===== src/rtl/hzd_pkg.sv =====
package hzd_pkg;
  parameter int REG_IDX_W = 5;
  parameter int NUM_SRC   = 2;
  parameter int NUM_SLOT  = 2;

  typedef logic [REG_IDX_W-1:0] reg_idx_t;

  typedef struct packed {
    reg_idx_t idx;
    logic     used;
  } src_fld_t;

  typedef struct packed {
    reg_idx_t dst;
    logic     wen;
  } prod_slot_t;
endpackage


===== src/rtl/hzd_match.sv =====
module hzd_match
  import hzd_pkg::*;
(
  input  src_fld_t   src,
  input  prod_slot_t prod,
  output logic       hit
);
  logic idx_eq;
  logic prod_live;

  always_comb begin
    idx_eq    = (src.idx == prod.dst);
    prod_live = prod.wen && (prod.dst != '0);
    hit       = src.used && prod_live && idx_eq;
  end
endmodule


===== src/rtl/hzd_detect.sv =====
module hzd_detect
  import hzd_pkg::*;
(
  input  src_fld_t   srcs  [NUM_SRC],
  input  prod_slot_t slots [NUM_SLOT],
  output logic       hazard
);
  localparam int NUM_PAIR = NUM_SRC * NUM_SLOT;

  logic [NUM_PAIR-1:0] pair_hit;

  for (genvar s = 0; s < NUM_SRC; s++) begin : g_src
    for (genvar p = 0; p < NUM_SLOT; p++) begin : g_slot
      hzd_match u_match (
        .src  (srcs[s]),
        .prod (slots[p]),
        .hit  (pair_hit[s*NUM_SLOT+p])
      );
    end
  end

  always_comb hazard = |pair_hit;

  always_comb begin

    if (slots[0].dst == '0 && slots[1].dst == '0)
      zero_dst_chk: assert (!hazard) else $error("hazard from x0 destination");

    if (!srcs[0].used && !srcs[1].used)
      unused_src_chk: assert (!hazard) else $error("hazard from unused source");
  end
endmodule


===== src/rtl/hzd_ctl.sv =====
module hzd_ctl (
  input  logic hazard,
  output logic pc_write,
  output logic ifid_write,
  output logic ctl_zero
);
  logic hold;

  always_comb begin
    hold       = hazard;
    pc_write   = !hold;
    ifid_write = !hold;
    ctl_zero   = hold;
  end
endmodule


===== src/rtl/hazard_stall_unit.sv =====
module hazard_stall_unit
  import hzd_pkg::*;
(
  input  logic [REG_IDX_W-1:0] src_a_idx,
  input  logic                 src_a_used,
  input  logic [REG_IDX_W-1:0] src_b_idx,
  input  logic                 src_b_used,
  input  logic [REG_IDX_W-1:0] exq_dst_idx,
  input  logic                 exq_dst_wen,
  input  logic [REG_IDX_W-1:0] memq_dst_idx,
  input  logic                 memq_dst_wen,
  output logic                 pc_write,
  output logic                 ifid_write,
  output logic                 ctl_zero
);
  src_fld_t   srcs  [NUM_SRC];
  prod_slot_t slots [NUM_SLOT];
  logic       hazard;

  always_comb begin
    srcs[0]  = '{idx: src_a_idx,    used: src_a_used};
    srcs[1]  = '{idx: src_b_idx,    used: src_b_used};
    slots[0] = '{dst: exq_dst_idx,  wen:  exq_dst_wen};
    slots[1] = '{dst: memq_dst_idx, wen:  memq_dst_wen};
  end

  hzd_detect u_detect (
    .srcs   (srcs),
    .slots  (slots),
    .hazard (hazard)
  );

  hzd_ctl u_ctl (
    .hazard     (hazard),
    .pc_write   (pc_write),
    .ifid_write (ifid_write),
    .ctl_zero   (ctl_zero)
  );

  always_comb begin

    if (src_a_used && exq_dst_wen && exq_dst_idx != '0 && src_a_idx == exq_dst_idx)
      exq_stall_chk: assert (!pc_write) else $error("missed execute-stage dependency");

    if (src_b_used && memq_dst_wen && memq_dst_idx != '0 && src_b_idx == memq_dst_idx)
      memq_stall_chk: assert (!pc_write) else $error("missed memory-stage dependency");

    if (!exq_dst_wen && !memq_dst_wen)
      no_wen_chk: assert (pc_write) else $error("stall without any write enable");

    outs_agree_chk: assert (ifid_write == pc_write && ctl_zero == !pc_write)
      else $error("stall outputs disagree");
  end
endmodule


===== config.mk =====
export PLATFORM = sky130hd
export DESIGN_NAME = hazard_stall_unit
export DESIGN_NICKNAME = d
export VERILOG_FILES = /design/src/rtl/hzd_pkg.sv /design/src/rtl/hzd_match.sv /design/src/rtl/hzd_detect.sv /design/src/rtl/hzd_ctl.sv /design/src/rtl/hazard_stall_unit.sv
export SDC_FILE = /design/constraint.sdc
export NUM_CORES = 1
export LEC_CHECK = 0
export BUFFER_PORTS_ARGS = -buffer_cell sky130_fd_sc_hd__buf_2
export CORE_AREA = 2 2 39 41
export DETAILED_ROUTE_END_ITERATION = 8
export DIE_AREA = 0 0 41 43
export GPL_TIMING_DRIVEN = 0
export PLACE_DENSITY = 0.62
export SYNTH_ARGS = -nofsm -noshare
export SYNTH_HDL_FRONTEND = slang
export SYNTH_HIERARCHICAL = 1
export SYNTH_SLANG_ARGS = --single-unit

===== constraint.sdc =====
create_clock -name vclk -period 1.7
set_clock_uncertainty 0.2 [all_clocks]
set_input_delay 0 -clock vclk [all_inputs]
set_output_delay 0 -clock vclk [all_outputs]
set_load 0.01 [all_outputs]

# Yosys cells after proc, flatten, opt, wreduce, memory -nomap -nowiden
# Index checks and enable logic that the tools add are counted.
dict set report op_classes {
  n_reduce_logical 14
  n_eq_ne 4
}
# operator n
set op_table {}
lappend op_table {{$eq A5 B5 Y1} 4}
lappend op_table {{$logic_and A1 B1 Y1} 10}
lappend op_table {{$reduce_bool A5 Y1} 2}
lappend op_table {{$reduce_or A4 Y1} 1}
lappend op_table {{$logic_not A1 Y1} 1}
dict set report totals {
  ff_bits 0
  word_cells 18
  input_bits 24
  out_inout_bits 3
}

# Logic depth before layout (Yosys ltp)
# Gate-level depths: netlist of the first run.
dict set report logic_depth {
  ltp_word 6
  depth_mapped 6
  mapped_depth_nobuf 5
}

# By module
# The synthesis of the first run kept the hierarchy.
# module instances cells_per_inst area_each_um2 seq_area_each_um2
set by_module_without_submodules {}
lappend by_module_without_submodules {hzd_match 4 10 76.3 0.0}
lappend by_module_without_submodules {hzd_ctl 1 3 18.8 0.0}
lappend by_module_without_submodules {hzd_detect 1 1 7.5 0.0}

# Worst setup path before layout of the first run
# OpenSTA, ideal clock, no wires.
dict set report synth_path {
  path_type {input-to-output}
  startpoint {in memq_dst_idx[1]}
  endpoint {out pc_write}
  arrival_time_ps 1232
  path_buffers 1
  t_required_ps 1500
  setup_slack_ps 268
  cell_stages 6
  path_cell_list {nor4_1 -> o21ai_0 -> nor3b_2 -> or4_1 -> inv_1 -> buf_4}
}
dict set report synth_between {
  elab_chain_len 6
  word_cells_on_any_way 10
  cone_classes {eq/ne: 2; reduce/logical: 8}
}
# item line_no
set synth_lines {}
lappend synth_lines {{start: declaration} hazard_stall_unit.sv:10} ;# input logic [REG_IDX_W-1:0] memq_dst_idx,
lappend synth_lines {{$reduce_bool A5 Y1} hzd_match.sv:13} ;# prod_live = prod.wen && (prod.dst != '0);
lappend synth_lines {{$logic_and A1 B1 Y1} hzd_match.sv:13}
lappend synth_lines {{$logic_and A1 B1 Y1} hzd_match.sv:14} ;# hit = src.used && prod_live && idx_eq;
lappend synth_lines {{$logic_and A1 B1 Y1 (*)} hzd_match.sv:14}
lappend synth_lines {{named net u_detect.pair_hit[1]} hzd_detect.sv:10} ;# logic [NUM_PAIR-1:0] pair_hit;
lappend synth_lines {{$reduce_or A4 Y1 (*)} hzd_detect.sv:22} ;# always_comb hazard = |pair_hit;
lappend synth_lines {{named net hazard} hazard_stall_unit.sv:18} ;# logic hazard;
lappend synth_lines {{$logic_not A1 Y1 (*)} n/a}
lappend synth_lines {{end: declaration} hazard_stall_unit.sv:12} ;# output logic pc_write,
# The timed path passes the listed nets; every way through them passes the cells marked *.

# Final worst setup path of the first run
dict set report layout_path {
  startpoint {in exq_dst_idx[3]}
  endpoint {out ctl_zero}
}
dict set report layout_between {
  elab_chain_len 5
  word_cells_on_any_way 9
  cone_classes {eq/ne: 2; reduce/logical: 7}
}
# item line_no
set layout_lines {}
lappend layout_lines {{start: declaration} hazard_stall_unit.sv:8} ;# input logic [REG_IDX_W-1:0] exq_dst_idx,
lappend layout_lines {{$reduce_bool A5 Y1} hzd_match.sv:13}
lappend layout_lines {{$logic_and A1 B1 Y1} hzd_match.sv:13}
lappend layout_lines {{$logic_and A1 B1 Y1} hzd_match.sv:14}
lappend layout_lines {{$logic_and A1 B1 Y1 (*)} hzd_match.sv:14}
lappend layout_lines {{named net u_detect.pair_hit[0]} hzd_detect.sv:10}
lappend layout_lines {{$reduce_or A4 Y1 (*)} hzd_detect.sv:22}
lappend layout_lines {{end: declaration} hazard_stall_unit.sv:14} ;# output logic ctl_zero
# Marks and branches as above.

==> results.md, run 1 <==
- Cell taking the most area after synthesis: xnor2_1
- Core Region: roughly 1400 sq um
- Crit-path most repeated cell: buf_4
- Fillers: about 150
- Commonest cells after routing, fill and taps aside: buf_2 (25), xnor2_1 (16)
- Vias: roughly 420
- Power Total: 0.0001237 W
- CLK BUF: 0
- CP bufs+invs: 3
- Vias in the first global route: a little under 400
- Crit Path Class: input port to output pin
- Sequential cells: 0
- Slowest stage delay, CP: between 500 and 600 ps
- Worst VDD drop: 0.08147 mV
- # setup viols final: 0
- Largest net degree at the start of global routing: 5
- Post-Synth Simple-Gate Area: slightly above 30%
- Critical Path Sink Type: output pin
- I/O Pins: 27
- Fin Hold WS: between 400 and 500 ps
- Cell Area, Synth: around 330 sq um
- N_diodes: 0
- First-pass GRT wire length: between 1.5 and 2 mm
- Max-slew violation total from the final report: 0
- Syn_nets: 68
- Syn Inst Count: 44
- CTS Hold Bufs: 0
- Top cell type's share of synthesized area: 42.26%
- Crit path capture: ctl_zero
- Area share of fa/ha/maj cells after synthesis: 0%
- CP required: ~1500 ps
- Yosys warning count: 6
- Final Util: 39.15%
- HP Class: input port to output pin
- GP Congestion: between 0.6 and 0.7
- Register area: 0 sq um
- DRT Pass-1 Iters: 4
- Crit path launch: exq_dst_idx[3]
- DIE HEIGHT: roughly 43 um
- Levels on crit path: 7
- Status: complete, no violations
- Final wirelength: slightly below 1 mm
- Period utilization: roughly 96%
- Post-synthesis compound-gate area fraction: 16.60%
- Initial antenna violation count: 0
- Crit path max fanout: 4
- Final hold violations: 0
- Rows: 14
- Share of cells above drive strength 1: between 50% and 60%
- Port bufs: 27
- Routed wire per std cell: approximately 11 um
- Nets: slightly below 100
- Count of different cell masters after synthesis: 9
- Slew HR: ~85%
- CP Launch Type: input port
- Slew @ Worst Pin: 223.8 ps
- Cell Chain, Critical Path: buf_4 -> nor4_2 -> o21ai_0 -> nor3b_2 -> or4_4 -> buf_4 -> buf_2
- Slowest-stage cell, CP: or4_4
- Max_cap viols: 0
- Main area contributors after synthesis: xnor2_1 (42%), nor3b_2 (15%), o2111ai_1 (11%)
- Chip width: 41 um
- Initial DRC Count: 5
- Post-Syn Area per Cell: 7.536 sq um
- Overall routing resource usage: approximately an eighth
- Setup bufs post-CTS: 0
- F_max: 609.8 MHz
- Post-Synth XOR/XNOR Area: 42.26%
- Minimum clock period: about 1600 ps
- Power per cell area: 228.3 nW/um^2
- Die area: between 1500 and 2000 sq um
- Final ANT Viol Nets: 0
- Delay-heaviest family, CP: simple AND/OR/NAND/NOR gates
- Most common cell after layout, fill and taps aside: buf_2
- Vias per cell: 4.839
- P&R area growth vs syn: 63.40%
- # DRC: 0
- Part of the Yosys area used for sequential elements: 0%
- Pleak: 0.2062 nW
- Initial Util: 23.96%
- Mux cell area share after synthesis: 0%
- Main combinational cell family by area after synthesis: XOR/XNOR gates
- Grt ovf: 0
- Crit path DAT: roughly 1400 ps
## through the flow
| stage | instance area, sq um | setup WS [ps] | std cells | setup TNS, ps |
|---|---|---|---|---|
| 2_1_floorplan | 331.6 | 267.7 | 44 | 0 |
| 3_3_place_gp | 486.7 | 3.234 | 87 | 0 |
| 3_5_place_dp | 486.7 | -8.611 | 87 | -8.611 |
| 5_1_grt | 541.8 | -20.56 | 87 | -27.63 |
| 6_report | 541.8 | 60.15 | 87 | 0 |
| 4_1_cts | 493.0 | 14.81 | 87 | 0 |
## what timing repair did
item                       CTS  global route
pin swaps                    0             5
setup endpoints to repair    1             3
hold endpoints to repair     0             0
gates cloned                 0             0
resized for setup            1            12
## power breakdown
part           switching [W]  internal, W  total (W)
Clock                      0            0          0
Sequential                 0            0          0
Combinational      0.0000599    0.0000637   0.000124
## cells by family after synthesis
family | after synthesis
buffers and inverters | 7
xor gates and xnor gates | 16
and+or+nand+nor | 13
AOI/OAI and AO/OA | 8
## layer usage
metal	global-route usage, %	vias to the layer above	share of wire, %
li1	-	215	-
met1	17.41	181	43
met2	19.06	25	44
met3	0.5236	0	12
met4	0	0	0
met5	0	-	0
## synth_stat cells
cell	number
nand3_1	4
xnor2_1	16
o21ai_0	4
o2111ai_1	4
inv_1	5
or4_1	1
buf_4	2
nor3b_2	4
nor4_1	4
## worst min-delay path by stage
stage	from	end	slack, ps	cells after the start
finish	memq_dst_idx[4]	ifid_write	430	7
global route	exq_dst_idx[4]	ifid_write	500	7
CTS	memq_dst_idx[4]	ifid_write	440	7
detailed placement	memq_dst_idx[4]	ifid_write	440	7
global placement	memq_dst_idx[4]	ifid_write	430	7
floorplan	exq_dst_idx[4]	ifid_write	180	5
## area by class of cell
cell class | instances | area (sq um) | share of cell area (%)
well taps | 16 | 20.02 | 3.695
multi-input cells | 37 | 344.1 | 63.51
inverters | 5 | 18.77 | 3.464
plain buffers | 2 | 15.01 | 2.771
repair buffers | 27 | 143.9 | 26.56
No activity file was read; power rests on OpenSTA's default activity.
==> run 2, diff against run 1 <==
--- a/config.mk
+++ b/config.mk
@@ -11,6 +11,7 @@
 export DIE_AREA = 0 0 41 43
 export GPL_TIMING_DRIVEN = 0
 export PLACE_DENSITY = 0.62
+export REMOVE_ABC_BUFFERS = 1
 export SYNTH_ARGS = -nofsm -noshare
 export SYNTH_HDL_FRONTEND = slang
 export SYNTH_HIERARCHICAL = 1
==> run 2 against run 1 <==
  * Die area is the same
  * Sequential share of layout area is the same
  * Maximum frequency up 3.2%
  * Final area is 7.9% lower
  * Power fell by 7.8%
  * Non-clock buffer count is 2 lower
  * Largest power group unchanged
==> results.md, run 2 (synthesized netlist as in run 1, its figures left out) <==
- Crit path DAT: between 1000 and 1500 ps
- Worst VDD drop: a little over 0.1 mV
- Post_cts resized: 0
- Pleak: between 0.15 and 0.2 nW
- # setup viols final: 0
- Final Util: a little over a third
- Status: complete, no violations
- Sequential cells: 0
- Commonest cells after routing, fill and taps aside: buf_2 (27), xnor2_1 (16), inv_1 (5)
- Rows: 14
- Register area: 0 sq um
- Minimum clock period: roughly 1600 ps
- Final hold violations: 0
- First-pass GRT wire length: about 1.5 mm
- Initial DRC Count: 4
- Most common cell after layout, fill and taps aside: buf_2
- Die area: 1763 sq um
- Overall routing resource usage: between 10 and 15%
- CP Launch Type: input port
- Final ANT Viol Nets: 0
- RSZ-0062 raised after global routing: false
- F_max: approximately 630 MHz
- Nets: 95
- Vias per cell: approximately 4.8
- Slew @ Worst Pin: approximately 230 ps
- Final wirelength: approximately 930 um
- Port bufs: 27
- Largest net degree at the start of global routing: 5
- Chip width: approximately 40 um
- Fillers: 155
- Share of cells above drive strength 1: 49.28%
- CLK BUF: 0
- Slowest stage delay, CP: ~540 ps
- Slew HR: a little over four fifths
- CTS Hold Bufs: 0
- Crit path max fanout: 4
- Multi-input logic area: 325.3 sq um
- CP required: about 1500 ps
- Crit-path most repeated cell: buf_2
- Initial Util: roughly a quarter
- Core Region: 1384 sq um
- Vias: between 400 and 500
- Initial antenna violation count: 0
- Max-slew violation total from the final report: 0
- Max_cap viols: 0
- DP Cell Count: 85
- # DRC: 0
- Power per cell area: roughly 230 nW/um^2
- Setup bufs post-CTS: 0
- I/O Pins: 27
- DRT Pass-1 Iters: 2
- HP Class: input port to output pin
- Crit Path Class: input port to output pin
- Critical Path Sink Type: output pin
- Fin Hold WS: 377.7 ps
- N_diodes: 0
- Grt ovf: 0
- Routed wire per std cell: approximately 11 um
- P&R area growth vs syn: 50.57%
- GP Congestion: between 0.7 and 0.8
- Final Non-Filler Cells: between 80 and 90
- Vias in the first global route: around 360
- Fin Setup TNS: 0 ps
- Slowest-stage cell, CP: or4_1
- Cell Chain, Critical Path: buf_2 -> nor4_4 -> o21ai_0 -> nor3b_2 -> or4_1 -> inv_1 -> buf_2
- Period utilization: around 93%
- DIE HEIGHT: about 43 um
-- run 2: per-stage QoR --
| step | area (sq um) | setup slack [ps] | power [W] |
|---|---|---|---|
| 6_report | 499.2 | 110.6 | 0.0001140 |
| 3_3_place_gp | 471.7 | 84.50 | 0.0001071 |
| 4_1_cts | 471.7 | 64.52 | 0.0001093 |
| 2_1_floorplan | 316.6 | 276.8 | 0.00005334 |
| 3_5_place_dp | 471.7 | 64.52 | 0.0001092 |
| 5_1_grt | 499.2 | 32.67 | 0.0001249 |
-- run 2: worst max-delay path, delay by kind of cell --
kind,cells,cell delay [ps]
buffers and inverters,3,350
and+or+nand+nor,3,950
AOI/OAI and AO/OA,1,90
-- run 2: layout make-up --
type	count	share of cell area (%)
tap	16	4.010
inverter	5	3.759
multi-input combinational	37	65.16
timing repair buffer	27	27.07
-- run 2: path summary, 6_finish.rpt --
path | startpoint | to | slack [ps] | depth (start not counted)
worst min-delay path | memq_dst_idx[4] | ctl_zero | 380 | 6
worst max-delay path | memq_dst_idx[1] | ifid_write | 110 | 7
-- run 2: power breakdown --
part           internal (W)  switching, W
sequential                0             0
combinational     0.0000579     0.0000561
clock                     0             0
-- run 2: routing by layer --
layer	track usage, %	routed length [um]	vias up
li1	-	-	209
met1	17.09	411	181
met2	17.81	436	20
met3	0.5236	79	0
met4	0	0	0
met5	0	0	-
==> run 3, diff against run 2 <==
--- a/config.mk
+++ b/config.mk
@@ -5,12 +5,13 @@
 export SDC_FILE = /design/constraint.sdc
 export NUM_CORES = 1
 export LEC_CHECK = 0
+export ABC_AREA = 1
 export BUFFER_PORTS_ARGS = -buffer_cell sky130_fd_sc_hd__buf_2
 export CORE_AREA = 2 2 39 41
 export DETAILED_ROUTE_END_ITERATION = 8
 export DIE_AREA = 0 0 41 43
 export GPL_TIMING_DRIVEN = 0
-export PLACE_DENSITY = 0.62
+export PLACE_DENSITY = 0.79
 export REMOVE_ABC_BUFFERS = 1
 export SYNTH_ARGS = -nofsm -noshare
 export SYNTH_HDL_FRONTEND = slang
==> run 3 against run 2 <==
  * Synthesized cell count increased to 3.0 times the previous value
  * Critical path depth increased by 4
  * Core utilization increased by 13 points
  * Via count increased by 78%
  * Area after synthesis increased by 62%
  * Clock-buffer cell count unchanged
  * Critical path type unchanged
==> results.md, run 3 <==
- Status: complete, no violations
- Final hold violations: 0
- HP Class: input port to output pin
- CLK BUF: 0
- CP required: roughly 1500 ps
- Nets: roughly 190
- Minimum clock period: between 1000 and 1500 ps
- Worst VDD drop: slightly below 0.08 mV
- Vias per cell: between 4 and 5
- DIE HEIGHT: 43 um
- Slew HR: roughly nine tenths
- Post_cts resized: 0
- Syn Inst Count: about 130
- Initial DRC Count: 16
- CTS Hold Bufs: 0
- Final Util: 48.82%
- Part of the Yosys area used for sequential elements: 0%
- Met2 wire len: roughly 600 um
- Most common cell in the synthesized netlist: nand2_1
- Initial Util: between 30% and 40%
- Cell Chain, Critical Path: buf_2 -> inv_1 -> nand2_1 -> nand2_1 -> nor2_1 -> nand3_1 -> nor2_1 -> nor2_1 -> nand2_1 -> inv_1 -> buf_2
- Power per cell area: 199.3 nW/um^2
- HPWL after DPL: between 1 and 1.5 mm
- Die area: 1763 sq um
- Final ANT Viol Nets: 0
- Crit path DAT: approximately 900 ps
- CP bufs+invs: 4
- Chip width: ~40 um
- Yosys warning count: 6
- Crit path max fanout: 6
- Max-slew violation total from the final report: 0
- F_max: slightly above 900 MHz
- Slew @ Worst Pin: between 100 and 150 ps
- Pleak: about 0.54 nW
- GP Congestion: 0.8787
- Slowest-stage cell, CP: nor2_1
- Max layer used: met3
- RSZ-0062 raised after global routing: false
- N_diodes: 0
- Power Total: around 0.00013 W
- Register area: 0 sq um
- DP Cell Count: between 150 and 200
- Main area contributors after synthesis: nand2_1 (40%), inv_1 (29%), nor2_1 (13%)
- Met1 WL: 593 um
- Share of cells above drive strength 1: 19.50%
- Routed wire per std cell: between 7 and 8 um
- Most common cell after layout, fill and taps aside: nand2_1
- Count of different cell masters after synthesis: 7
- Grt ovf: 0
- Levels on crit path: 11
- Post-Syn Area per Cell: ~4 sq um
- Overall routing resource usage: 15.78%
- Final wirelength: about 1.2 mm
- Cell taking the most area after synthesis: nand2_1
- I/O Pins: 27
- Multi-input logic area: 366.6 sq um
- # DRC: 0
- Critical Path Sink Type: output pin
- Fin Setup TNS: 0 ps
- P&R area growth vs syn: 26.17%
- Period utilization: 64.81%
- Post-DP Area: around 680 sq um
- Vias in the first global route: between 500 and 600
- Crit path capture: pc_write
- Largest net degree at the start of global routing: 7
- Final Non-Filler Cells: around 180
- # setup viols final: 0
- Rows: 14
- Vias: roughly 730
- Cell Area, Synth: approximately 540 sq um
- DRT Pass-1 Iters: 6
- Initial antenna violation count: 0
- Top cell type's share of synthesized area: between 30% and 40%
- Delay-heaviest family, CP: simple AND/OR/NAND/NOR gates
- Max_cap viols: 0
- Fillers: ~180
- Crit Path Class: input port to output pin
- Post-synth top cells: nand2_1 (57), inv_1 (41), nor2_1 (18)
- Sequential cells: 0
- Port bufs: 27
- CP Launch Type: input port
- First-pass GRT wire length: 2.063 mm
- Met3 routed wirelength: roughly 52 um
- Core Region: 1384 sq um
- Design area: 675.6 sq um
- Commonest cells after routing, fill and taps aside: nand2_1 (57), inv_1 (41), buf_2 (27)
- Slowest stage delay, CP: around 140 ps
- Setup bufs post-CTS: 0
- Crit path launch: exq_dst_idx[0]
[run 3: cells by family (layout without fill, tap and decap cells)]
logic type | count (synthesis) | after routing | synth area share [%]
AO/OA/AOI/OAI | 4 | 4 | 3.738
buffers and inverters | 43 | 68 | 31.54
AND/OR/NAND/NOR | 87 | 87 | 64.72
[run 3: cell type report]
class | count | area share [%]
timing repair buffer | 27 | 20.00
tap | 16 | 2.963
multi-input combinational | 91 | 54.26
inverter | 41 | 22.78
[run 3: power by group]
group / total [W] / leakage, nW / internal, W / switching (W)
sequential: 0 / 0 / 0 / 0
combinational: 0.000135 / 0.542 / 0.0000556 / 0.0000791
clock: 0 / 0 / 0 / 0
total: 0.000135 / 0.542 / 0.0000556 / 0.0000791
[run 3: metrics by stage]
stage          setup slack (ps)  hold slack [ps]
2_1_floorplan             835.9            48.06
3_3_place_gp              647.2            288.7
4_1_cts                   596.5            293.9
6_report                  598.2            288.2
3_5_place_dp              600.0            293.9
5_1_grt                   473.2            341.1
[run 3: worst min-delay path by stage]
| stage | start | endpoint | slack (ps) | depth (start not counted) |
|---|---|---|---|---|
| 6_report | exq_dst_idx[4] | ctl_zero | 290 | 6 |
| 5_1_grt | exq_dst_idx[4] | ctl_zero | 340 | 6 |
| 4_1_cts | exq_dst_idx[4] | ctl_zero | 290 | 6 |
| 3_5_place_dp | exq_dst_idx[4] | ctl_zero | 290 | 6 |
| 3_3_place_gp | exq_dst_idx[4] | ctl_zero | 290 | 6 |
| 2_1_floorplan | exq_dst_idx[4] | ctl_zero | 50 | 4 |
[run 3: routing by layer]
layer	global-route usage, %	vias to the layer above
li1	-	421
met1	22.78	289
met2	26.88	19
met3	0	0
met4	0	0
met5	0	-
